[src/rtl/dsp_pkg.sv]
package dsp_pkg;

    // Width of every credit count, limit and release value.
    localparam int CRED_W = 8;

    // Credit pools, indexed in stall-priority order.
    localparam int P_ROB   = 0;
    localparam int P_REG   = 1;
    localparam int P_SCHED = 2;
    localparam int P_LQ    = 3;
    localparam int P_SQ    = 4;
    localparam int NPOOL   = 5;

    // Stall codes; the numeric order is the priority order.
    typedef enum logic [2:0] {
        RSN_NONE  = 3'd0,
        RSN_ROB   = 3'd1,
        RSN_REG   = 3'd2,
        RSN_SCHED = 3'd3,
        RSN_LQ    = 3'd4,
        RSN_SQ    = 3'd5,
        RSN_GROUP = 3'd6
    } stall_rsn_t;

    localparam int NRSN = 6;

    // One count per pool: used both for availability and for demand.
    typedef struct packed {
        logic [CRED_W-1:0] rob;
        logic [CRED_W-1:0] regs;
        logic [CRED_W-1:0] sched;
        logic [CRED_W-1:0] lq;
        logic [CRED_W-1:0] sq;
    } credit_vec_t;

    // Picks the highest-priority failing check.
    function automatic stall_rsn_t pick_reason(input logic ok_rob, input logic ok_reg,
                                               input logic ok_sch, input logic ok_lq,
                                               input logic ok_sq);
        if (!ok_rob)      return RSN_ROB;
        else if (!ok_reg) return RSN_REG;
        else if (!ok_sch) return RSN_SCHED;
        else if (!ok_lq)  return RSN_LQ;
        else if (!ok_sq)  return RSN_SQ;
        else              return RSN_GROUP;
    endfunction

endpackage

[src/rtl/dsp_credit_pool.sv]
// Occupancy counter for one backend resource. A limit of zero means unbounded.
module dsp_credit_pool
    import dsp_pkg::*;
(
    input  logic              clk,
    input  logic              rst,
    input  logic [CRED_W-1:0] limit,
    input  logic [CRED_W-1:0] alloc,
    input  logic [CRED_W-1:0] rel,
    output logic [CRED_W-1:0] avail
);

    logic [CRED_W-1:0] used;
    logic              unbounded;

    assign unbounded = (limit == '0);

    // the allocation and the release of one cycle both land in the count.
    always_ff @(posedge clk) begin
        if (rst) used <= '0;
        else     used <= used + alloc - rel;
    end

    always_comb begin
        if (unbounded)          avail = '1;
        else if (used >= limit) avail = '0;
        else                    avail = limit - used;
    end

    AST_POOL_BOUND: assert property (@(posedge clk) disable iff (rst)
        !unbounded |-> used <= limit);

    AST_NO_UNDERFLOW: assert property (@(posedge clk) disable iff (rst)
        {1'b0, rel} <= {1'b0, used} + {1'b0, alloc});

endmodule

[src/rtl/dsp_group_select.sv]
// Picks the dispatch group: the longest in-order prefix that fits width and credits.
module dsp_group_select
    import dsp_pkg::*;
#(
    parameter int MAX_W = 4,
    localparam int UOP_W = $clog2(MAX_W + 1)
)(
    input  logic [MAX_W-1:0]       in_valid,
    input  logic [MAX_W*UOP_W-1:0] in_uops,
    input  logic [MAX_W*UOP_W-1:0] in_dregs,
    input  logic [MAX_W-1:0]       in_load,
    input  logic [MAX_W-1:0]       in_store,
    input  logic [UOP_W-1:0]       eff_w,
    input  credit_vec_t            avail,
    output credit_vec_t            need,
    output logic [UOP_W-1:0]       take_cnt,
    output stall_rsn_t             reason
);

    logic [CRED_W-1:0] wlim;
    assign wlim = CRED_W'(eff_w);

    always_comb begin
        logic              go;
        logic [CRED_W-1:0] u, d, ldv, stv;
        logic              ok_rob, ok_reg, ok_sch, ok_lq, ok_sq, ok_grp;
        need     = '0;
        take_cnt = '0;
        reason   = RSN_NONE;
        go       = 1'b1;
        for (int i = 0; i < MAX_W; i++) begin
            u      = CRED_W'(in_uops[i*UOP_W +: UOP_W]);
            d      = CRED_W'(in_dregs[i*UOP_W +: UOP_W]);
            ldv    = CRED_W'(in_load[i]);
            stv    = CRED_W'(in_store[i]);
            ok_rob = (need.rob + u) <= avail.rob;
            ok_reg = (need.regs + d) <= avail.regs;
            ok_sch = (need.sched + u) <= avail.sched;
            ok_lq  = (need.lq + ldv) <= avail.lq;
            ok_sq  = (need.sq + stv) <= avail.sq;
            ok_grp = (i == 0) || ((need.rob + u) <= wlim);
            if (go) begin
                if (!in_valid[i]) begin
                    go = 1'b0;
                end else if ((i != 0) && (need.rob >= wlim)) begin
                    go = 1'b0;                           // width filled exactly: no stall
                end else if (ok_rob && ok_reg && ok_sch && ok_lq && ok_sq && ok_grp) begin
                    need.rob   = need.rob + u;
                    need.regs  = need.regs + d;
                    need.sched = need.sched + u;
                    need.lq    = need.lq + ldv;
                    need.sq    = need.sq + stv;
                    take_cnt   = take_cnt + UOP_W'(1);
                end else begin
                    go     = 1'b0;
                    reason = pick_reason(ok_rob, ok_reg, ok_sch, ok_lq, ok_sq);
                end
            end
        end
    end

endmodule

[src/rtl/dsp_stall_stats.sv]
// Per-reason stall counters and the micro-ops-per-cycle histogram.
module dsp_stall_stats
    import dsp_pkg::*;
#(
    parameter int MAX_W = 4,
    parameter int CNT_W = 16,
    localparam int UOP_W = $clog2(MAX_W + 1)
)(
    input  logic                       clk,
    input  logic                       rst,
    input  logic [UOP_W-1:0]           take_uops,
    input  stall_rsn_t                 reason,
    output logic [NRSN*CNT_W-1:0]      stall_cnt,
    output logic [(MAX_W+1)*CNT_W-1:0] uop_hist
);

    // one counter per nonzero stall code.
    for (genvar r = 0; r < NRSN; r++) begin : g_rsn
        logic [CNT_W-1:0] cnt_q;
        always_ff @(posedge clk) begin
            if (rst)                            cnt_q <= '0;
            else if (reason == stall_rsn_t'(r + 1)) cnt_q <= cnt_q + CNT_W'(1);
        end
        assign stall_cnt[r*CNT_W +: CNT_W] = cnt_q;
    end

    // one bin per possible micro-op total, bin 0 for idle cycles.
    for (genvar b = 0; b <= MAX_W; b++) begin : g_bin
        logic [CNT_W-1:0] bin_q;
        always_ff @(posedge clk) begin
            if (rst)                           bin_q <= '0;
            else if (take_uops == UOP_W'(b)) bin_q <= bin_q + CNT_W'(1);
        end
        assign uop_hist[b*CNT_W +: CNT_W] = bin_q;
    end

    AST_HIST_RANGE: assert property (@(posedge clk) disable iff (rst)
        take_uops <= UOP_W'(MAX_W));

    AST_RSN_LEGAL: assert property (@(posedge clk) disable iff (rst)
        reason <= RSN_GROUP);

endmodule

[src/rtl/dsp_dispatch_stage.sv]
// Dispatch stage top: credit pools, group selection and stall statistics.
module dsp_dispatch_stage
    import dsp_pkg::*;
#(
    parameter int MAX_W      = 4,
    parameter int ROB_SIZE   = 16,
    parameter int SCHED_SIZE = 8,
    parameter int CNT_W      = 16,
    localparam int UOP_W     = $clog2(MAX_W + 1)
)(
    input  logic                       clk,
    input  logic                       rst,
    input  logic [UOP_W-1:0]           cfg_width,
    input  logic [CRED_W-1:0]          cfg_regs,
    input  logic [CRED_W-1:0]          cfg_lq,
    input  logic [CRED_W-1:0]          cfg_sq,
    input  logic [MAX_W-1:0]           in_valid,
    input  logic [MAX_W*UOP_W-1:0]     in_uops,
    input  logic [MAX_W*UOP_W-1:0]     in_dregs,
    input  logic [MAX_W-1:0]           in_load,
    input  logic [MAX_W-1:0]           in_store,
    input  logic [CRED_W-1:0]          rob_rel,
    input  logic [CRED_W-1:0]          reg_rel,
    input  logic [CRED_W-1:0]          sched_rel,
    input  logic [CRED_W-1:0]          lq_rel,
    input  logic [CRED_W-1:0]          sq_rel,
    output logic [UOP_W-1:0]           take_cnt,
    output logic [UOP_W-1:0]           take_uops,
    output logic [2:0]                 stall_reason,
    output logic [NRSN*CNT_W-1:0]      stall_cnt,
    output logic [(MAX_W+1)*CNT_W-1:0] uop_hist
);

    logic [UOP_W-1:0]  eff_w;
    logic [CRED_W-1:0] lim   [NPOOL];
    logic [CRED_W-1:0] alloc [NPOOL];
    logic [CRED_W-1:0] rel   [NPOOL];
    logic [CRED_W-1:0] avl   [NPOOL];
    credit_vec_t       avail, need;
    stall_rsn_t        reason;

    // zero or out-of-range settings fall back to the full width.
    assign eff_w = ((cfg_width == '0) || (cfg_width > UOP_W'(MAX_W))) ? UOP_W'(MAX_W) : cfg_width;

    assign lim[P_ROB]   = CRED_W'(ROB_SIZE);
    assign lim[P_REG]   = cfg_regs;
    assign lim[P_SCHED] = CRED_W'(SCHED_SIZE);
    assign lim[P_LQ]    = cfg_lq;
    assign lim[P_SQ]    = cfg_sq;

    assign rel[P_ROB]   = rob_rel;
    assign rel[P_REG]   = reg_rel;
    assign rel[P_SCHED] = sched_rel;
    assign rel[P_LQ]    = lq_rel;
    assign rel[P_SQ]    = sq_rel;

    assign alloc[P_ROB]   = need.rob;
    assign alloc[P_REG]   = need.regs;
    assign alloc[P_SCHED] = need.sched;
    assign alloc[P_LQ]    = need.lq;
    assign alloc[P_SQ]    = need.sq;

    for (genvar p = 0; p < NPOOL; p++) begin : g_pool
        dsp_credit_pool u_pool (
            .clk   (clk),
            .rst   (rst),
            .limit (lim[p]),
            .alloc (alloc[p]),
            .rel   (rel[p]),
            .avail (avl[p])
        );
    end

    assign avail = '{rob: avl[P_ROB], regs: avl[P_REG], sched: avl[P_SCHED],
                     lq: avl[P_LQ], sq: avl[P_SQ]};

    dsp_group_select #(.MAX_W(MAX_W)) u_sel (
        .in_valid (in_valid),
        .in_uops  (in_uops),
        .in_dregs (in_dregs),
        .in_load  (in_load),
        .in_store (in_store),
        .eff_w    (eff_w),
        .avail    (avail),
        .need     (need),
        .take_cnt (take_cnt),
        .reason   (reason)
    );

    assign take_uops    = need.rob[UOP_W-1:0];
    assign stall_reason = reason;

    dsp_stall_stats #(.MAX_W(MAX_W), .CNT_W(CNT_W)) u_stats (
        .clk       (clk),
        .rst       (rst),
        .take_uops (take_uops),
        .reason    (reason),
        .stall_cnt (stall_cnt),
        .uop_hist  (uop_hist)
    );

    // Support vectors for the properties below.
    logic [MAX_W:0] pre_bit, pre_mask, valid_ext;
    assign pre_bit   = (MAX_W+1)'(1) << take_cnt;
    assign pre_mask  = pre_bit - (MAX_W+1)'(1);
    assign valid_ext = {1'b0, in_valid};

    AST_IN_ORDER: assert property (@(posedge clk) disable iff (rst)
        (valid_ext & pre_mask) == pre_mask);

    AST_WIDTH_CAP: assert property (@(posedge clk) disable iff (rst)
        (take_cnt > UOP_W'(1)) |-> (take_uops <= eff_w));

    AST_REASON_HEAD: assert property (@(posedge clk) disable iff (rst)
        (reason != RSN_NONE) |-> valid_ext[take_cnt]);

endmodule

[config.mk]
export PLATFORM = sky130hd
export DESIGN_NAME = dsp_dispatch_stage
export DESIGN_NICKNAME = d
export VERILOG_FILES = /design/src/rtl/dsp_pkg.sv /design/src/rtl/dsp_credit_pool.sv /design/src/rtl/dsp_group_select.sv /design/src/rtl/dsp_stall_stats.sv /design/src/rtl/dsp_dispatch_stage.sv
export SDC_FILE = /design/constraint.sdc
export NUM_CORES = 1
export LEC_CHECK = 0
export BUFFER_PORTS_ARGS = -buffer_cell sky130_fd_sc_hd__buf_2
export CORE_UTILIZATION = 45
export DETAILED_ROUTE_END_ITERATION = 16
export GPL_ROUTABILITY_DRIVEN = 0
export HOLD_SLACK_MARGIN = 0.05
export PLACE_DENSITY = 0.63
export SYNTH_ARGS = -nofsm -noshare
export SYNTH_HDL_FRONTEND = slang
export SYNTH_SLANG_ARGS = --single-unit
[constraint.sdc]
create_clock -name clk -period 22 [get_ports clk]
set_clock_uncertainty 0.2 [all_clocks]
set_input_delay 1.1 -clock clk [delete_from_list [all_inputs] [get_ports clk]]
set_output_delay 1.1 -clock clk [all_outputs]
set_load 0.02 [all_outputs]
==> results.sh, run 1 <==
export IMPL_synth_area_mm2=0.01758
export IMPL_setup_violations=0
export IMPL_start_util=0.4560
export IMPL_grt_max_degree=85
export IMPL_ant_nets=0
export IMPL_p_per_area_mw_per_mm2=107.0
export IMPL_grt_use_met1=0.3092
export IMPL_clock_latency_ps=570
export IMPL_dp_cells=2889
export IMPL_hold_depth=2
export IMPL_status="finished, final reports clean"
export IMPL_post_cts_setup_buffers=0
export IMPL_cts_inserted_buffers=27
export IMPL_share_comb_of_total_power=0.583
export IMPL_num_rows=72
export IMPL_grt_pass1_wl_um=78760
export IMPL_core_mm2=0.03856
export IMPL_timing_rr_end="g_pool[2].u_pool.used[7]$_SDFF_PP0_"
export IMPL_finalSetupTns_ps=0
export IMPL_required_ps=20700
export IMPL_post_route_util=0.5276
export IMPL_fin_cells=2939
export IMPL_postSynthCellCount=2142
export IMPL_dr_pass1_iters=5
export IMPL_synthArstFlopShare=0
export IMPL_ys_seq_elements=216
export IMPL_dr_total_vias=16680
export IMPL_post_route_drc_count=0
export IMPL_drt_iter0_drc=1070
export IMPL_synthFlopType="dfxtp_1"
export IMPL_postSynthAreaPerCell_um2=8.208
export IMPL_synth_cell_type_count=93
export IMPL_reg2reg_depth=66
export IMPL_crit_path_max_incr_delay_ps=660
export IMPL_cp_slowest_cell="or4_1"
export IMPL_dieHeight_um=199.7
export IMPL_cp_top_family="simple AND/OR/NAND/NOR gates"
export IMPL_final_hold_viol_count=0
export IMPL_cp_max_fo=21
export IMPL_vias_per_cell=5.674
export IMPL_grt_pass1_vias=15580
export IMPL_antenna_found_initial=4
export IMPL_p_leak_nw=9.191
export IMPL_tightest_slew_ps=1160
export IMPL_ir_drop_v=0.00005888
export IMPL_hp_start="u_stats.g_rsn[0].cnt_q[15]$_SDFFE_PP0N_"
export IMPL_cp_arrival_ps=17270
export IMPL_grt_use_met2=0.4108
export IMPL_portBuffers=289
export IMPL_grt_setup_unrepaired="no"
export IMPL_routedWlPerCell_um=17.04
export IMPL_nets=2749
export IMPL_p_int_mw=1.193
export IMPL_crit_cells=60
export IMPL_critical_path_class="in -> out"
export IMPL_reg2reg_slack_ps=3990
export IMPL_p_seq_frac=0.211
export IMPL_rr_startpoint="g_pool[1].u_pool.used[0]$_SDFF_PP0_"
export IMPL_cts_root_buf="clkbuf_16"
export IMPL_synthTopCellsByArea="dfxtp_1, ha_1, a21oi_1"
export IMPL_hp_class="reg -> reg"
export IMPL_top_usage_layer="met2"
export IMPL_cts_hold_fix_buffers=0
export IMPL_finalCriticalPeriod_ps=18570
export IMPL_setup_slack_ps=3431
export IMPL_h_tree_depth=1
export IMPL_n_fill_cell=3765
export IMPL_switchingPower_mw=0.9837
export IMPL_cts_buffer_depth=3
export IMPL_areaGrowthSynthToFinish_pct=15.71
export IMPL_die_w_um=199.7
export IMPL_cp_end_kind="output port"
export IMPL_slew_violations=0
export IMPL_synth_top_area_cell="dfxtp_1"
export IMPL_ys_seq_area_frac=0.2459
export IMPL_grtUsageTotal=0.2440
export IMPL_startpoint_type="primary input"
export IMPL_whs_ps=282.2
export IMPL_drt_wl_total_um=50080
export IMPL_io_pin_count=290
export IMPL_max_freq_mhz=53.85
export IMPL_overflow=0
export IMPL_grtUsageMet3=0.04895
export IMPL_pre_cts_slack_ps=3483
export IMPL_cp_num_buf_inv=9
export IMPL_slew_headroom=0.2235
export IMPL_p_sw_frac=0.4518
export IMPL_hold_end="u_stats.g_rsn[0].cnt_q[15]$_SDFFE_PP0N_"
export IMPL_dieArea_mm2=0.03987
export IMPL_cts_tree="yes"
export IMPL_yosys_warnings=0
export IMPL_crit_path_frequent_cell="ha_1"
export IMPL_synth_edf_count=0
export IMPL_fin_crit_sh=0.8441
export IMPL_clk_pin_slew_ps=60
export IMPL_final_common_cell="buf_2"
export IMPL_hpwlAfterDp_um=38340
export IMPL_numClockSinks=216
export IMPL_pwr_share_clk=0.206
export IMPL_post_cts_resized=0
export IMPL_max_cap_violations=0
export IMPL_layout_common_cells="buf_2, dfxtp_1, ha_1"
export IMPL_yosysTopAreaCellShare=0.2459
export IMPL_final_layout_size_suffix_gt1_frac=0.1711
-- power by group through the flow --
stage               logic [mW]  clock network (mW)  registers [mW]
finish                    1.27               0.449           0.458
global route              1.42               0.475           0.463
CTS                       1.26               0.460           0.458
detailed placement        1.25                   0           0.467
global placement          1.21                   0           0.465
floorplan                0.960                   0           0.467
-- worst register-to-register path: cells and delay by family (launching register included) --
family	cells	cell delay, ps
and+or+nand+nor	18	5520
AOI/OAI and AO/OA	24	5010
adders and majority gates	14	4510
muxes	2	1020
buffers and inverters	6	890
DFF	1	360
xor gates and xnor gates	2	330
-- per-stage QoR --
stage	cell area, um2	power [mW]
floorplan	17630	1.427
global route	20340	2.362
CTS	20340	2.179
finish	20340	2.177
detailed placement	19450	1.718
global placement	19450	1.679
-- layer usage --
layer | vias up | share of wire
li1 | 8290 | -
met3 | 96 | 0.064
met5 | - | 0.00046
met1 | 7844 | 0.44
met2 | 442 | 0.47
met4 | 4 | 0.030
-- cell usage after synthesis (21+ instances only) --
cell type	count
fa_1	34
dfxtp_1	216
nor2_1	168
nand3_1	84
nand4_1	51
ha_1	210
or3_1	41
nor2b_1	57
or4_1	58
o21a_1	26
nor4_1	29
clkbuf_1	59
and3_1	50
xnor2_1	81
o21ai_0	79
mux2i_1	23
a21o_1	34
o31ai_1	56
mux2_2	21
nor3_1	24
nand2_1	103
a21oi_1	183
inv_1	183
xor2_1	28
-- state kept, by name (all words and copies together), names as in the netlist --
signal and flops:
u_stats.g_bin.bin_q 80, g_pool.u_pool.used 40, u_stats.g_rsn.cnt_q 96
-- kinds of logic (layout without fill, tap and decap cells) --
kind of cell    after synthesis  count (layout)  share of synthesized area
fa+ha+maj                   244             244                     0.1882
compound gates              510             510                     0.1899
mux                          48              48                    0.03074
simple gates                744             744                     0.2304
xor+xnor                    109             109                    0.05430
buf+inv                     269             532                    0.06013
flops                       216             216                     0.2459
other cells                   2              18                  0.0004271
-- area by class of cell --
cell class | instances | area, um2 | area share
flip-flops and latches | 216 | 4324 | 0.2125
repair buffers | 298 | 1520 | 0.07472
multi-input cells | 1671 | 12260 | 0.6026
diodes | 2 | 5.005 | 0.0002460
well taps | 518 | 648.1 | 0.03186
clock buffers | 33 | 738.2 | 0.03629
inverters | 186 | 698.2 | 0.03432
clock inverters | 15 | 150.1 | 0.007380
-- worst max-delay path by stage --
stage | start | endpoint | slack, ps
floorplan | cfg_regs[0] | g_pool[2].u_pool.used[7]$_SDFF_PP0_ | 6350
global route | cfg_regs[0] | take_uops[2] | 2490
detailed placement | cfg_regs[0] | g_pool[4].u_pool.used[7]$_SDFF_PP0_ | 3480
global placement | cfg_regs[0] | g_pool[4].u_pool.used[7]$_SDFF_PP0_ | 3980
finish | cfg_regs[0] | take_uops[2] | 3430
CTS | cfg_regs[0] | take_uops[2] | 3690
No activity file was read; power rests on OpenSTA's default activity.
==> inputs of run 2 (changes only) <==
- PLACE_DENSITY: 0.63 -> 0.66
- clock period: 22 -> 16.38 ns (I/O delays scaled with it)
==> run 2 against run 1 <==
  * Register-to-register slack got worse by 2800 ps
  * Largest power group unchanged
  * Global-route usage rose by 0.10 points
  * Non-clock buffer count rose by 11
  * Utilization rose by 0.24 points
  * Via count fell by 0.17%
==> results.sh, run 2 (synthesized netlist as in run 1, its figures left out) <==
export IMPL_fin_crit_sh=0.9292
export IMPL_grt_pass1_wl_um=79790
export IMPL_grt_setup_unrepaired="no"
export IMPL_ff_latch_area_mm2=0.004324
export IMPL_grt_max_degree=100
export IMPL_grt_pass1_vias=15880
export IMPL_p_leak_nw=9.223
export IMPL_max_freq_mhz=65.70
export IMPL_critical_path_class="in -> reg"
export IMPL_post_cts_resized=0
export IMPL_hp_class="reg -> reg"
export IMPL_timing_rr_end="g_pool[3].u_pool.used[7]$_SDFF_PP0_"
export IMPL_ir_drop_v=0.00007383
export IMPL_crit_path_max_incr_delay_ps=620
export IMPL_startpoint_type="primary input"
export IMPL_grt_use_met1=0.3062
export IMPL_top_usage_layer="met2"
export IMPL_cts_tree="yes"
export IMPL_setup_violations=0
export IMPL_max_cap_violations=0
export IMPL_cts_root_buf="clkbuf_16"
export IMPL_final_common_cell="buf_2"
export IMPL_die_w_um=199.7
export IMPL_final_layout_size_suffix_gt1_frac=0.1749
export IMPL_grtUsageTotal=0.2450
export IMPL_finalCriticalPeriod_ps=15220
export IMPL_dr_total_vias=16650
export IMPL_largestRegisters="u_stats.g_rsn.cnt_q: 96 flops, u_stats.g_bin.bin_q: 80 flops, g_pool.u_pool.used: 40 flops"
export IMPL_reg2reg_slack_ps=1200
export IMPL_final_hold_viol_count=0
export IMPL_grt_use_met2=0.4128
export IMPL_hp_start="u_stats.g_rsn[0].cnt_q[15]$_SDFFE_PP0N_"
export IMPL_post_route_drc_count=0
export IMPL_n_fill_cell=3767
export IMPL_hold_end="u_stats.g_rsn[0].cnt_q[15]$_SDFFE_PP0N_"
export IMPL_largest_reg_flops=96
export IMPL_dieArea_mm2=0.03987
export IMPL_post_cts_setup_buffers=0
export IMPL_rr_startpoint="g_pool[1].u_pool.used[5]$_SDFF_PP0_"
export IMPL_cp_max_fo=11
export IMPL_cts_inserted_buffers=27
export IMPL_portBuffers=289
export IMPL_numClockSinks=216
export IMPL_required_ps=16590
export IMPL_reg2reg_depth=66
export IMPL_areaGrowthSynthToFinish_pct=16.24
export IMPL_drt_iter0_drc=870
export IMPL_dieHeight_um=199.7
export IMPL_drt_wl_total_um=49860
export IMPL_overflow=0
export IMPL_antenna_found_initial=5
export IMPL_hold_depth=2
export IMPL_routedWlPerCell_um=16.90
export IMPL_clock_latency_ps=560
export IMPL_hpwlAfterDp_um=38560
export IMPL_start_util=0.4560
export IMPL_tightest_slew_ps=1172
export IMPL_vias_per_cell=5.643
export IMPL_core_mm2=0.03856
export IMPL_cp_slowest_cell="or4_1"
export IMPL_grtUsageMet3=0.05350
export IMPL_multi_input_area_mm2=0.01229
export IMPL_top_register="u_stats.g_rsn.cnt_q"
export IMPL_finalSetupTns_ps=0
export IMPL_cp_arrival_ps=15430
export IMPL_dr_pass1_iters=6
export IMPL_cp_end_kind="register"
export IMPL_p_total_mw=2.921
export IMPL_num_rows=72
export IMPL_clk_pin_slew_ps=60
export IMPL_ant_nets=0
export IMPL_slew_violations=0
export IMPL_h_tree_depth=1
export IMPL_nets=2760
export IMPL_crit_path_frequent_cell="ha_1"
export IMPL_p_per_area_mw_per_mm2=142.9
export IMPL_status="finished, final reports clean"
export IMPL_cts_buffer_depth=3
export IMPL_cts_hold_fix_buffers=0
export IMPL_io_pin_count=290
export IMPL_layout_common_cells="buf_2, dfxtp_1, ha_1"
export IMPL_slew_headroom=0.2152
-- run 2: final cells by class --
class	instances	area share
multi-input cells	1671	0.6015
flip-flops and latches	216	0.2116
repair buffers	309	0.07843
clock buffers	41	0.03857
inverters	186	0.03428
well taps	518	0.03171
clock inverters	7	0.003673
diodes	2	0.0002449
-- run 2: layer usage --
metal | part of all wire | wire [um] | vias to the layer above
met4 | 0.035 | 1732 | 6
met5 | 0.00082 | 41 | -
met2 | 0.46 | 23160 | 408
met3 | 0.065 | 3231 | 97
met1 | 0.44 | 21690 | 7844
li1 | - | - | 8292
-- run 2: worst max-delay path by stage --
| stage | to | from | depth (start not counted) |
|---|---|---|---|
| 3_5_place_dp | g_pool[0].u_pool.used[7]$_SDFF_PP0_ | cfg_regs[0] | 68 |
| 6_report | g_pool[3].u_pool.used[7]$_SDFF_PP0_ | cfg_regs[0] | 69 |
| 5_1_grt | g_pool[3].u_pool.used[7]$_SDFF_PP0_ | cfg_regs[0] | 70 |
| 4_1_cts | g_pool[0].u_pool.used[7]$_SDFF_PP0_ | g_pool[0].u_pool.used[5]$_SDFF_PP0_ | 64 |
| 2_1_floorplan | g_pool[2].u_pool.used[7]$_SDFF_PP0_ | cfg_regs[0] | 73 |
| 3_3_place_gp | g_pool[0].u_pool.used[7]$_SDFF_PP0_ | cfg_regs[0] | 68 |
-- run 2: critical path: cells and delay by family --
| family | cells | cell delay (ps) |
|---|---|---|
| compound gates | 26 | 5030 |
| xor+xnor | 2 | 320 |
| simple gates | 16 | 3310 |
| fa+ha+maj | 14 | 4430 |
| buf+inv | 9 | 830 |
| mux | 2 | 610 |
-- run 2: where the power goes --
part	switching [mW]	leakage, nW	internal [mW]
clock network	0.244	0.412	0.346
registers	0.0375	1.75	0.579
logic	1.03	7.06	0.683
-- run 2: per-stage QoR --
stage / setup WS [ps] / utilization / instance area [um2] / std cells / hold slack (ps)
CTS: 570.3 / 0.5290 / 20400 / 2948 / 285.3
finish: 1159 / 0.5300 / 20440 / 2950 / 285.2
floorplan: 1015 / - / 17630 / 2156 / 350.9
detailed placement: 66.13 / 0.5066 / 19530 / 2900 / 277.3
global route: 74.83 / 0.5300 / 20430 / 2949 / 304.7
global placement: 585.9 / 0.5066 / 19530 / 2900 / 258.7
